===== config.mk =====
export PLATFORM = sky130hd
export DESIGN_NAME = ctlstat_i2c_slave
export DESIGN_NICKNAME = d
export VERILOG_FILES = /design/src/rtl/i2cs_pkg.sv /design/src/rtl/i2cs_pin_filter.sv /design/src/rtl/i2cs_link.sv /design/src/rtl/i2cs_ctl_regs.sv /design/src/rtl/ctlstat_i2c_slave.sv
export SDC_FILE = /design/constraint.sdc
export NUM_CORES = 1
export LEC_CHECK = 0
export ABC_AREA = 1
export BUFFER_PORTS_ARGS = -buffer_cell sky130_fd_sc_hd__buf_4
export CAP_MARGIN = 10
export CORE_ASPECT_RATIO = 1.25
export CORE_MARGIN = 10
export CORE_UTILIZATION = 58
export DETAILED_ROUTE_END_ITERATION = 10
export MAX_ROUTING_LAYER = met4
export PLACE_DENSITY_LB_ADDON = 0.12
export SLEW_MARGIN = 20
export SYNTH_ARGS = -nofsm -noshare
export SYNTH_HDL_FRONTEND = slang
export SYNTH_HIERARCHICAL = 1
export SYNTH_SLANG_ARGS = --single-unit

===== constraint.sdc =====
create_clock -name clk -period 1.9 [get_ports clk]
set_input_delay 0.19 -clock clk [delete_from_list [all_inputs] [get_ports clk]]
set_output_delay 0.19 -clock clk [all_outputs]
set_load 0.01 [all_outputs]

===== src/rtl/i2cs_pkg.sv =====
package i2cs_pkg;

  localparam int unsigned BYTE_W    = 8;
  localparam int unsigned CTL_BYTES = 2;
  localparam int unsigned IDX_W     = (CTL_BYTES > 1) ? $clog2(CTL_BYTES) : 1;

  typedef enum logic [2:0] {
    ST_IDLE,
    ST_ADDR,
    ST_AACK,
    ST_WBYTE,
    ST_WACK,
    ST_RBYTE,
    ST_RACK
  } link_st_e;

  // power-up contents of the bus-written control bytes
  function automatic logic [BYTE_W-1:0] ctl_default(input int unsigned idx);
    if (idx == 0) return 8'h14;
    return 8'h00;
  endfunction

endpackage


===== src/rtl/i2cs_pin_filter.sv =====
module i2cs_pin_filter #(
  parameter int unsigned SYNC_STAGES = 2,
  parameter int unsigned FILT_LEN    = 3,
  parameter logic        RST_VAL     = 1'b1
) (
  input  logic clk,
  input  logic rst_n,
  input  logic pin_i,
  output logic lvl_o
);

  localparam int unsigned CW = $clog2(FILT_LEN + 1);

  logic [SYNC_STAGES-1:0] sync_q;
  logic [CW-1:0]          cnt_q, cnt_d;
  logic                   lvl_q, lvl_d;
  logic                   smp;

  assign smp = sync_q[SYNC_STAGES-1];

  always_ff @(posedge clk or negedge rst_n) begin
    if (!rst_n) sync_q <= {SYNC_STAGES{RST_VAL}};
    else        sync_q <= {sync_q[SYNC_STAGES-2:0], pin_i};
  end

  // the level moves only after FILT_LEN consecutive differing samples
  always_comb begin
    cnt_d = cnt_q;
    lvl_d = lvl_q;
    if (smp == lvl_q) begin
      cnt_d = '0;
    end else if (cnt_q == CW'(FILT_LEN - 1)) begin
      lvl_d = smp;
      cnt_d = '0;
    end else begin
      cnt_d = cnt_q + CW'(1);
    end
  end

  always_ff @(posedge clk or negedge rst_n) begin
    if (!rst_n) begin
      cnt_q <= '0;
      lvl_q <= RST_VAL;
    end else begin
      cnt_q <= cnt_d;
      lvl_q <= lvl_d;
    end
  end

  assign lvl_o = lvl_q;

  AST_FILT_HOLD: assert property (@(posedge clk) disable iff (!rst_n)
    (lvl_q != $past(lvl_q)) |-> ($past(smp) == lvl_q && $past(smp, 2) == lvl_q));

endmodule


===== src/rtl/i2cs_link.sv =====
module i2cs_link
  import i2cs_pkg::*;
#(
  parameter logic [6:0] DEV_ADDR = 7'h1C
) (
  input  logic              clk,
  input  logic              rst_n,
  input  logic              bus_en,
  input  logic              scl_f,
  input  logic              sda_f,
  input  logic [BYTE_W-1:0] stat_i,
  output logic              sda_oe_o,
  output logic              wr_en_o,
  output logic [IDX_W-1:0]  wr_idx_o,
  output logic [BYTE_W-1:0] wr_data_o
);

  link_st_e          state_q, state_d;
  logic              scl_q, sda_q;
  logic [BYTE_W-1:0] sh_q, sh_d;
  logic [BYTE_W-1:0] snap_q, snap_d;
  logic [3:0]        cnt_q, cnt_d;
  logic [IDX_W-1:0]  idx_q, idx_d;
  logic              rw_q, rw_d;
  logic              oe_q, oe_d;
  logic              wen_q, wen_d;
  logic [IDX_W-1:0]  widx_q, widx_d;
  logic [BYTE_W-1:0] wdat_q, wdat_d;

  logic start_c, stop_c, rise_c, fall_c;

  assign start_c = scl_f & scl_q & sda_q & ~sda_f;
  assign stop_c  = scl_f & scl_q & ~sda_q & sda_f;
  assign rise_c  = scl_f & ~scl_q;
  assign fall_c  = ~scl_f & scl_q;

  always_comb begin
    state_d = state_q;
    sh_d    = sh_q;
    snap_d  = snap_q;
    cnt_d   = cnt_q;
    idx_d   = idx_q;
    rw_d    = rw_q;
    oe_d    = oe_q;
    wen_d   = 1'b0;
    widx_d  = widx_q;
    wdat_d  = wdat_q;
    if (!bus_en) begin
      state_d = ST_IDLE;
      oe_d    = 1'b0;
    end else if (start_c) begin
      state_d = ST_ADDR;
      cnt_d   = '0;
      oe_d    = 1'b0;
    end else if (stop_c) begin
      state_d = ST_IDLE;
      oe_d    = 1'b0;
    end else begin
      unique case (state_q)
        ST_IDLE: ;
        ST_ADDR, ST_WBYTE: begin
          if (rise_c) begin
            sh_d  = {sh_q[BYTE_W-2:0], sda_f};
            cnt_d = cnt_q + 4'd1;
          end else if (fall_c && cnt_q == 4'd8) begin
            cnt_d = '0;
            if (state_q == ST_ADDR) begin
              if (sh_q[7:1] == DEV_ADDR) begin
                state_d = ST_AACK;
                oe_d    = 1'b1;
                rw_d    = sh_q[0];
                idx_d   = '0;
                if (sh_q[0]) snap_d = stat_i;
              end else begin
                state_d = ST_IDLE;
              end
            end else begin
              state_d = ST_WACK;
              oe_d    = 1'b1;
              wen_d   = 1'b1;
              widx_d  = idx_q;
              wdat_d  = sh_q;
            end
          end
        end
        ST_AACK: begin
          if (fall_c) begin
            cnt_d = '0;
            if (rw_q) begin
              state_d = ST_RBYTE;
              sh_d    = snap_q;
              oe_d    = ~snap_q[BYTE_W-1];
            end else begin
              state_d = ST_WBYTE;
              oe_d    = 1'b0;
            end
          end
        end
        ST_WACK: begin
          if (fall_c) begin
            oe_d = 1'b0;
            if (idx_q == IDX_W'(CTL_BYTES - 1)) begin
              state_d = ST_IDLE;
            end else begin
              idx_d   = idx_q + IDX_W'(1);
              state_d = ST_WBYTE;
              cnt_d   = '0;
            end
          end
        end
        ST_RBYTE: begin
          if (rise_c) begin
            cnt_d = cnt_q + 4'd1;
          end else if (fall_c) begin
            if (cnt_q == 4'd8) begin
              state_d = ST_RACK;
              oe_d    = 1'b0;
            end else begin
              sh_d = {sh_q[BYTE_W-2:0], 1'b0};
              oe_d = ~sh_q[BYTE_W-2];
            end
          end
        end
        ST_RACK: begin
          if (fall_c) state_d = ST_IDLE;
        end
        default: state_d = ST_IDLE;
      endcase
    end
  end

  always_ff @(posedge clk or negedge rst_n) begin
    if (!rst_n) begin
      state_q <= ST_IDLE;
      scl_q   <= 1'b1;
      sda_q   <= 1'b1;
      sh_q    <= '0;
      snap_q  <= '0;
      cnt_q   <= '0;
      idx_q   <= '0;
      rw_q    <= 1'b0;
      oe_q    <= 1'b0;
      wen_q   <= 1'b0;
      widx_q  <= '0;
      wdat_q  <= '0;
    end else begin
      state_q <= state_d;
      scl_q   <= scl_f;
      sda_q   <= sda_f;
      sh_q    <= sh_d;
      snap_q  <= snap_d;
      cnt_q   <= cnt_d;
      idx_q   <= idx_d;
      rw_q    <= rw_d;
      oe_q    <= oe_d;
      wen_q   <= wen_d;
      widx_q  <= widx_d;
      wdat_q  <= wdat_d;
    end
  end

  assign sda_oe_o  = oe_q;
  assign wr_en_o   = wen_q;
  assign wr_idx_o  = widx_q;
  assign wr_data_o = wdat_q;

  AST_DRIVE_WHILE_LOW: assert property (@(posedge clk) disable iff (!rst_n)
    $rose(sda_oe_o) |-> !scl_f);

  AST_HOLD_WHILE_HIGH: assert property (@(posedge clk) disable iff (!rst_n)
    (bus_en && $past(bus_en) && scl_f && $past(scl_f)) |-> $stable(sda_oe_o));

  AST_STRAP_QUIET: assert property (@(posedge clk) disable iff (!rst_n)
    !bus_en |=> !sda_oe_o);

endmodule


===== src/rtl/i2cs_ctl_regs.sv =====
module i2cs_ctl_regs
  import i2cs_pkg::*;
(
  input  logic              clk,
  input  logic              rst_n,
  input  logic              bus_en,
  input  logic              scl_f,
  input  logic              sda_f,
  input  logic              wr_en_i,
  input  logic [IDX_W-1:0]  wr_idx_i,
  input  logic [BYTE_W-1:0] wr_data_i,
  output logic [BYTE_W-1:0] ctl0_o,
  output logic [BYTE_W-1:0] ctl1_o
);

  logic [CTL_BYTES-1:0][BYTE_W-1:0] regs_q, regs_d;
  logic [BYTE_W-1:0]                strap0;

  for (genvar g = 0; g < CTL_BYTES; g++) begin : g_byte
    always_comb begin
      regs_d[g] = regs_q[g];
      if (wr_en_i && wr_idx_i == IDX_W'(g)) regs_d[g] = wr_data_i;
    end

    always_ff @(posedge clk or negedge rst_n) begin
      if (!rst_n) regs_q[g] <= ctl_default(g);
      else        regs_q[g] <= regs_d[g];
    end
  end

  // strap values: SDA -> amplitude-check disable, SCL -> level select B
  assign strap0 = {sda_f, 1'b0, 2'b01, (scl_f ? 2'b10 : 2'b01), 1'b0, 1'b0};

  assign ctl0_o = bus_en ? regs_q[0] : strap0;
  assign ctl1_o = bus_en ? regs_q[1] : '0;

  AST_NO_WRITE_STRAP: assert property (@(posedge clk) disable iff (!rst_n)
    !bus_en |-> !wr_en_i);

endmodule


===== src/rtl/ctlstat_i2c_slave.sv =====
module ctlstat_i2c_slave
  import i2cs_pkg::*;
#(
  parameter logic [6:0]  DEV_ADDR    = 7'h1C,
  parameter int unsigned SYNC_STAGES = 2,
  parameter int unsigned FILT_LEN    = 3
) (
  input  logic       clk,
  input  logic       rst_n,
  input  logic       mode_i,
  input  logic       scl_i,
  input  logic       sda_i,
  output logic       sda_oe_o,
  input  logic [7:0] stat_i,
  output logic [7:0] ctl0_o,
  output logic [7:0] ctl1_o
);

  localparam int unsigned N_PINS = 3;

  logic [N_PINS-1:0] pin_raw, pin_lvl;
  logic              wr_en;
  logic [IDX_W-1:0]  wr_idx;
  logic [BYTE_W-1:0] wr_data;

  assign pin_raw = {mode_i, sda_i, scl_i};

  for (genvar p = 0; p < N_PINS; p++) begin : g_pin
    i2cs_pin_filter #(
      .SYNC_STAGES (SYNC_STAGES),
      .FILT_LEN    (FILT_LEN),
      .RST_VAL     (1'b1)
    ) i_filt (
      .clk   (clk),
      .rst_n (rst_n),
      .pin_i (pin_raw[p]),
      .lvl_o (pin_lvl[p])
    );
  end

  i2cs_link #(
    .DEV_ADDR (DEV_ADDR)
  ) i_link (
    .clk       (clk),
    .rst_n     (rst_n),
    .bus_en    (pin_lvl[2]),
    .scl_f     (pin_lvl[0]),
    .sda_f     (pin_lvl[1]),
    .stat_i    (stat_i),
    .sda_oe_o  (sda_oe_o),
    .wr_en_o   (wr_en),
    .wr_idx_o  (wr_idx),
    .wr_data_o (wr_data)
  );

  i2cs_ctl_regs i_regs (
    .clk       (clk),
    .rst_n     (rst_n),
    .bus_en    (pin_lvl[2]),
    .scl_f     (pin_lvl[0]),
    .sda_f     (pin_lvl[1]),
    .wr_en_i   (wr_en),
    .wr_idx_i  (wr_idx),
    .wr_data_i (wr_data),
    .ctl0_o    (ctl0_o),
    .ctl1_o    (ctl1_o)
  );

endmodule


After elaboration in Yosys (flattened, before gate mapping)
Cells that the tools add are included.

Flip-flop bits (word level): 69. Input bits: 13. Output and inout port bits: 17. Logic and storage cells: 179.

Add/sub/neg operators: 5. Eq/ne operators: 42. Mux-type cells: 69. Bitwise gates (word level): 21. Reductions and logical operators: 19.

Operators with widths (count): two-way mux 8 bit (8); two-way mux 3 bit (13); two-way mux 4 bit (8); != test 5 x 2 -> 1 bit, second input constant (6); AND reduction 9 bit (3); two-way mux 1 bit (26); one-hot mux 8 bit (3 select lines) (1); AND reduction 8 bit (3); two-way mux 2 bit (9); != test 2 x 1 -> 1 bit, second input constant (9); one-hot mux 3 bit (6 select lines) (1); one-hot mux 4 bit (4 select lines) (1); inverter 1 bit (14); != test 5 x 3 -> 1 bit, second input constant (2); AND reduction 10 bit (1); equality test 3 bit, second input constant (3); != test 3 x 1 -> 1 bit, second input constant (3); bitwise AND 1 bit (7); equality test 7 x 5 -> 1 bit, second input constant (1); != test 7 x 1 -> 1 bit, second input constant (1); AND reduction 7 bit (1); adder 2 x 1 -> 2 bit, second input constant (3); equality test 2 bit, second input constant (3); equality test 3 x 2 -> 1 bit, second input constant (2); other kinds (19) (27).

Logic depth before layout (Yosys ltp)
Depth after elaboration: 9. Mapped depth: 11. Gate-level depth less buffers: 11.

Hierarchy
Netlist, hierarchy kept.

Modules (own cells, without submodules): i2cs_link (instances 1, cells an instance 316, area each 2306.0 sq um, seq. area each 953.4 sq um); i2cs_ctl_regs (instances 1, cells an instance 106, area each 833.3 sq um, seq. area each 402.9 sq um); i2cs_pin_filter (instances 3, cells an instance 21, area each 190.2 sq um, seq. area each 128.9 sq um).

Least setup slack after synthesis
No wires, ideal clock.

Kind: register to register. Start: reg g_pin[0].i_filt.lvl_q. End: reg i_link.sh_q[5]. Setup time: 0.122 ns. Arrival: 1.596 ns. Path slack: 0.183 ns. Stages on the path, launching flop included: 10. Path buffers: 1. Period minus slack after synthesis: 1.717 ns. Cells stage by stage: dfstp_2 -> inv_1 -> or2_2 -> nand2_2 -> nand2_1 -> a21oi_2 -> nand3_4 -> buf_6 -> nand2_1 -> o21ai_2.

Word-level cells in the longest chain between the ends: 5.

RTL lines: from (decl) (RTL line i2cs_pin_filter.sv:16) `logic lvl_q, lvl_d;`; from (signal assigned) (RTL line i2cs_pin_filter.sv:46) `lvl_q <= lvl_d;`; bitwise AND 1 bit (RTL line i2cs_link.sv:32, i2cs_link.sv:33); bitwise AND 1 bit (on tied branches) (2 in a row) (RTL line i2cs_link.sv:32, i2cs_link.sv:33); inverter 1 bit (no line); AND reduction 10 bit (no line) *; to (signal assigned) (RTL line i2cs_link.sv:137) `sh_q <= '0;`; to (signal assigned) (RTL line i2cs_link.sv:150) `sh_q <= sh_d;`; to (decl) (RTL line i2cs_link.sv:20) `logic [BYTE_W-1:0] sh_q, sh_d;`.

Mark *: on every way between the ends. The rest lies on a longest branch, timed or not. A chain may end at the register's enable or synchronous reset.

Worst setup path after layout
Start: reg g_pin[0].i_filt.lvl_q. End: reg i_link.sh_q[0].

Same word-level chain as after synthesis.

==> summary.txt <==
Outcome
  – Status: finished, final reports clean

Die
  – Initial core utilization: 0.598
  – Top Ports: 30
  – Core region area: 0.00621 mm²
  – Chip width: just over 90 µm
  – Height of the die: around 110 µm
  – Full die area: between 0.01 and 0.015 mm²
  – FP Rows: 32

GRT
  – Remaining Overflow, GRT: 0
  – Initial antenna violation count: 0
  – Global-route wire length before repair: between 10000 and 15000 µm
  – Number of global-route vias before repair: 3118
  – Largest net degree at the start of global routing: 70
  – Total Routing Usage GR: 0.179

Yosys
  – Most frequent cell after synthesis: nand2_1
  – Synth area leader: dfrtp_1
  – Sequential element share of the synthesized area: 0.470
  – Synth Cell Area: around 0.0037 mm²
  – Mapped Cells: a little under 500
  – YS warnings: 6
  – Post-synth top area share: 0.378
  – Synth area leaders: dfrtp_1 38%, nand2_1 17%, dfstp_2 9.2%
  – EDFF count, synth: 0
  – Primary FF master, synth: dfrtp_1
  – #FFs+latches synth: 69
  – Avg Inst Size Synth: 7.65 µm²
  – Synth async-reset ratio: 1.00
  – Syn nets: 500
  – Most instantiated cells after synthesis: 168 x nand2_1, 58 x inv_1, 56 x dfrtp_1
  – Number of library cell types mapped by synthesis: 34

STA
  – Worst slew pin tran: 0.506 ns
  – Setup TNS: 0 ns
  – Fmax: 560 MHz
  – Final hold violation count: 0
  – Relative max-transition margin: 0.663
  – Minimum clock period: 1.78 ns
  – Skew final: about 0.0082 ns
  – Max Slew Vio Count: 0
  – Finish-stage setup viols: 0
  – Final period utilization: 0.939
  – Unrepaired setup endpoints after global routing: false

Power and ir drop
  – Maximum VDD drop: between 600 and 700 µV
  – Cell Pwr Density: around 1100 mW/mm²
  – Sw Pwr: between 0.0015 and 0.002 W
  – Clock power share: 0.257
  – Combinational Power Share: 0.360
  – LEAKAGE: about 2.4 nW
  – Part of the power in registers: 0.382
  – Net Sw Frac: 0.376
  – Int Pwr: around 0.0031 W

Worst setup path
  – Delay of the slowest critical-path stage: approximately 0.56 ns
  – Startpoint type of the worst setup path: flip-flop
  – Worst path arrival time: between 2 and 2.5 ns
  – Req. time, crit path: about 2.1 ns
  – Slowest-stage cell, CP: dfstp_2
  – Crit Path Max Fanout: 16
  – CP endpoint kind: flip-flop
  – Crit Path Class: flip-flop to flip-flop
  – Buf/Inv on CP: 1
  – Cells along the critical path: inv_1 > or2_2 > nand2_2 > nand2_1 > a21oi_2 > nand3_4 > nand2_1 > o21ai_2
  – Top cell family by delay on the critical path: simple AND/OR/NAND/NOR gates
  – Most numerous cell on the critical path: nand2_1

Drt
  – Iteration-0 DRC Markers: between 100 and 150
  – WL/cell: between 10 and 15 µm
  – Final WL: about 8300 µm
  – Drt drc: 0
  – Via count: 3138
  – Routed vias/inst: between 4 and 5
  – Drt pass-1 iters: 5
  – Post-route ant nets: 0

Placement
  – Detailed placement HPWL: ~6000 µm
  – # placed instances: slightly above 600
  – Port bufs: 29
  – Routability congestion estimate: about 0.97

Clock tree
  – CTS max path bufs: 2
  – Clk sinks: 69
  – CTS tree: yes
  – Root buf cell: clkbuf_8
  – Worst-path clk slew: roughly 0.08 ns
  – CTS Buf Count: 9
  – Clk Latency, worst-skew pair: 0.33 ns
  – CTS H-tree lvls: 3

Run
  – Max-cap violation count: 0

Finish
  – Area grow syn2layout: 18.1%
  – Layout cell share with drive strength beyond 1: 0.232
  – Post-layout nets: roughly 550
  – Final cell count without fillers: approximately 630
  – Antenna cells: 0

Hold path
  – Min-Delay Path Class: input pin to flip-flop
metrics by stage:
stage                     hold slack, ns  area (µm²)  setup slack, ns  utilization  total power (W)
after floorplan                   -0.106        3710            0.183            -          0.00307
after global routing              0.0755        4380           0.0121        0.706          0.00539
final                             0.0819        4380            0.116        0.706          0.00500
after detailed placement           0.221        4100            0.123        0.661          0.00368
after global placement             0.224        4100            0.163        0.661          0.00363
after CTS                         0.0683        4350           0.0681        0.702          0.00498
worst paths after layout:
kind	from	cells past startpoint	slack, ns	end
max in group asynchronous	rst_n	3	1.17	i_regs/regs_q[4]
setup reg to reg	g_pin[0].i_filt/lvl_o	8	0.12	i_link/sh_q[0]
setup / recovery	g_pin[0].i_filt/lvl_o	8	0.12	i_link/sh_q[0]
min in group asynchronous	rst_n	3	0.39	g_pin[1].i_filt/cnt_q[1]
hold / removal	stat_i[6]	3	0.08	i_link/snap_q[6]
hold reg to reg	g_pin[0].i_filt/sync_q[0]	0	0.36	g_pin[0].i_filt/sync_q[1]
cell families after synthesis:
| group | count (synthesis) | synth area share |
|---|---|---|
| adder cells (fa/ha/maj) | 2 | 0.00674 |
| AO/OA/AOI/OAI | 41 | 0.0688 |
| XOR/XNOR | 2 | 0.00472 |
| buffers and inverters | 76 | 0.0961 |
| flip-flops | 69 | 0.470 |
| multiplexers | 2 | 0.00540 |
| AND/OR/NAND/NOR | 293 | 0.348 |
area by class of cell:
class | count | area (µm²)
Clock buffer | 10 | 128
Tap cell | 85 | 106
Sequential cell | 69 | 1740
Inverter | 65 | 249
Timing Repair Buffer | 54 | 444
Multi-Input combinational cell | 340 | 1630
Clock inverter | 5 | 85.1
Fill cell | 507 | 1820
power by group through the flow:
| stage | sequential [W] | clock, W | combinational, W |
|---|---|---|---|
| detailed placement | 0.00193 | 0 | 0.00175 |
| CTS | 0.00190 | 0.00131 | 0.00177 |
| global route | 0.00194 | 0.00138 | 0.00206 |
| finish | 0.00191 | 0.00128 | 0.00180 |
| global placement | 0.00191 | 0 | 0.00172 |
| floorplan | 0.00187 | 0 | 0.00120 |
flip-flops by register name, summed over array words and instances (netlist names), 3 cells and up:
register and count:
g_pin.i_filt/cnt_q 6, i_link/state_q 3, g_pin.i_filt/lvl_o 3, i_regs/regs_q 16
i_link/sh_q 8, i_link/snap_q 8, g_pin.i_filt/sync_q 6, i_link/cnt_q 4
i_link/wr_data_o 8
per-layer routing:
metal | global-route usage | routed length (µm) | vias to the layer above | part of all wire
met2 | 0.303 | 4230 | 61 | 0.51
met3 | 0.0396 | 323 | 10 | 0.039
met4 | 0.0650 | 119 | 0 | 0.014
met5 | - | 0 | - | 0
li1 | - | - | 1614 | -
met1 | 0.206 | 3610 | 1453 | 0.44
cells in the final DEF (no fill, tap or decap), types with 3 or more instances in the layout:
| cell type | n |
|---|---|
| inv_2 | 6 |
| nor2_1 | 49 |
| buf_4 | 47 |
| nand3_1 | 46 |
| a21oi_2 | 5 |
| nand2_2 | 7 |
| dfstp_2 | 13 |
| dlygate4sd3_1 | 4 |
| nor2_2 | 7 |
| o21ai_0 | 21 |
| inv_1 | 58 |
| o21ai_2 | 9 |
| clkbuf_8 | 9 |
| dfrtp_1 | 55 |
| nand2_1 | 167 |
| a21oi_1 | 5 |
| nand2_4 | 3 |
| nand3_2 | 4 |
what timing repair did:
action                                  4_1_cts  5_1_grt
hold buffers                                  4        0
buffers inserted                              0        1
endpoints found under the setup margin        0        8
resized for setup                             0        7
endpoints found under the hold margin        59        0
worst register-to-register path, cell delays in order, from the launching register on:
cell and delay, ns:
dfstp_2 0.56, inv_1 0.06, or2_2 0.32, nand2_2 0.11, nand2_1 0.07, a21oi_2 0.14, nand3_4 0.22, nand2_1 0.15
o21ai_2 0.05
Note: power is estimated with default switching activity, not from simulation.
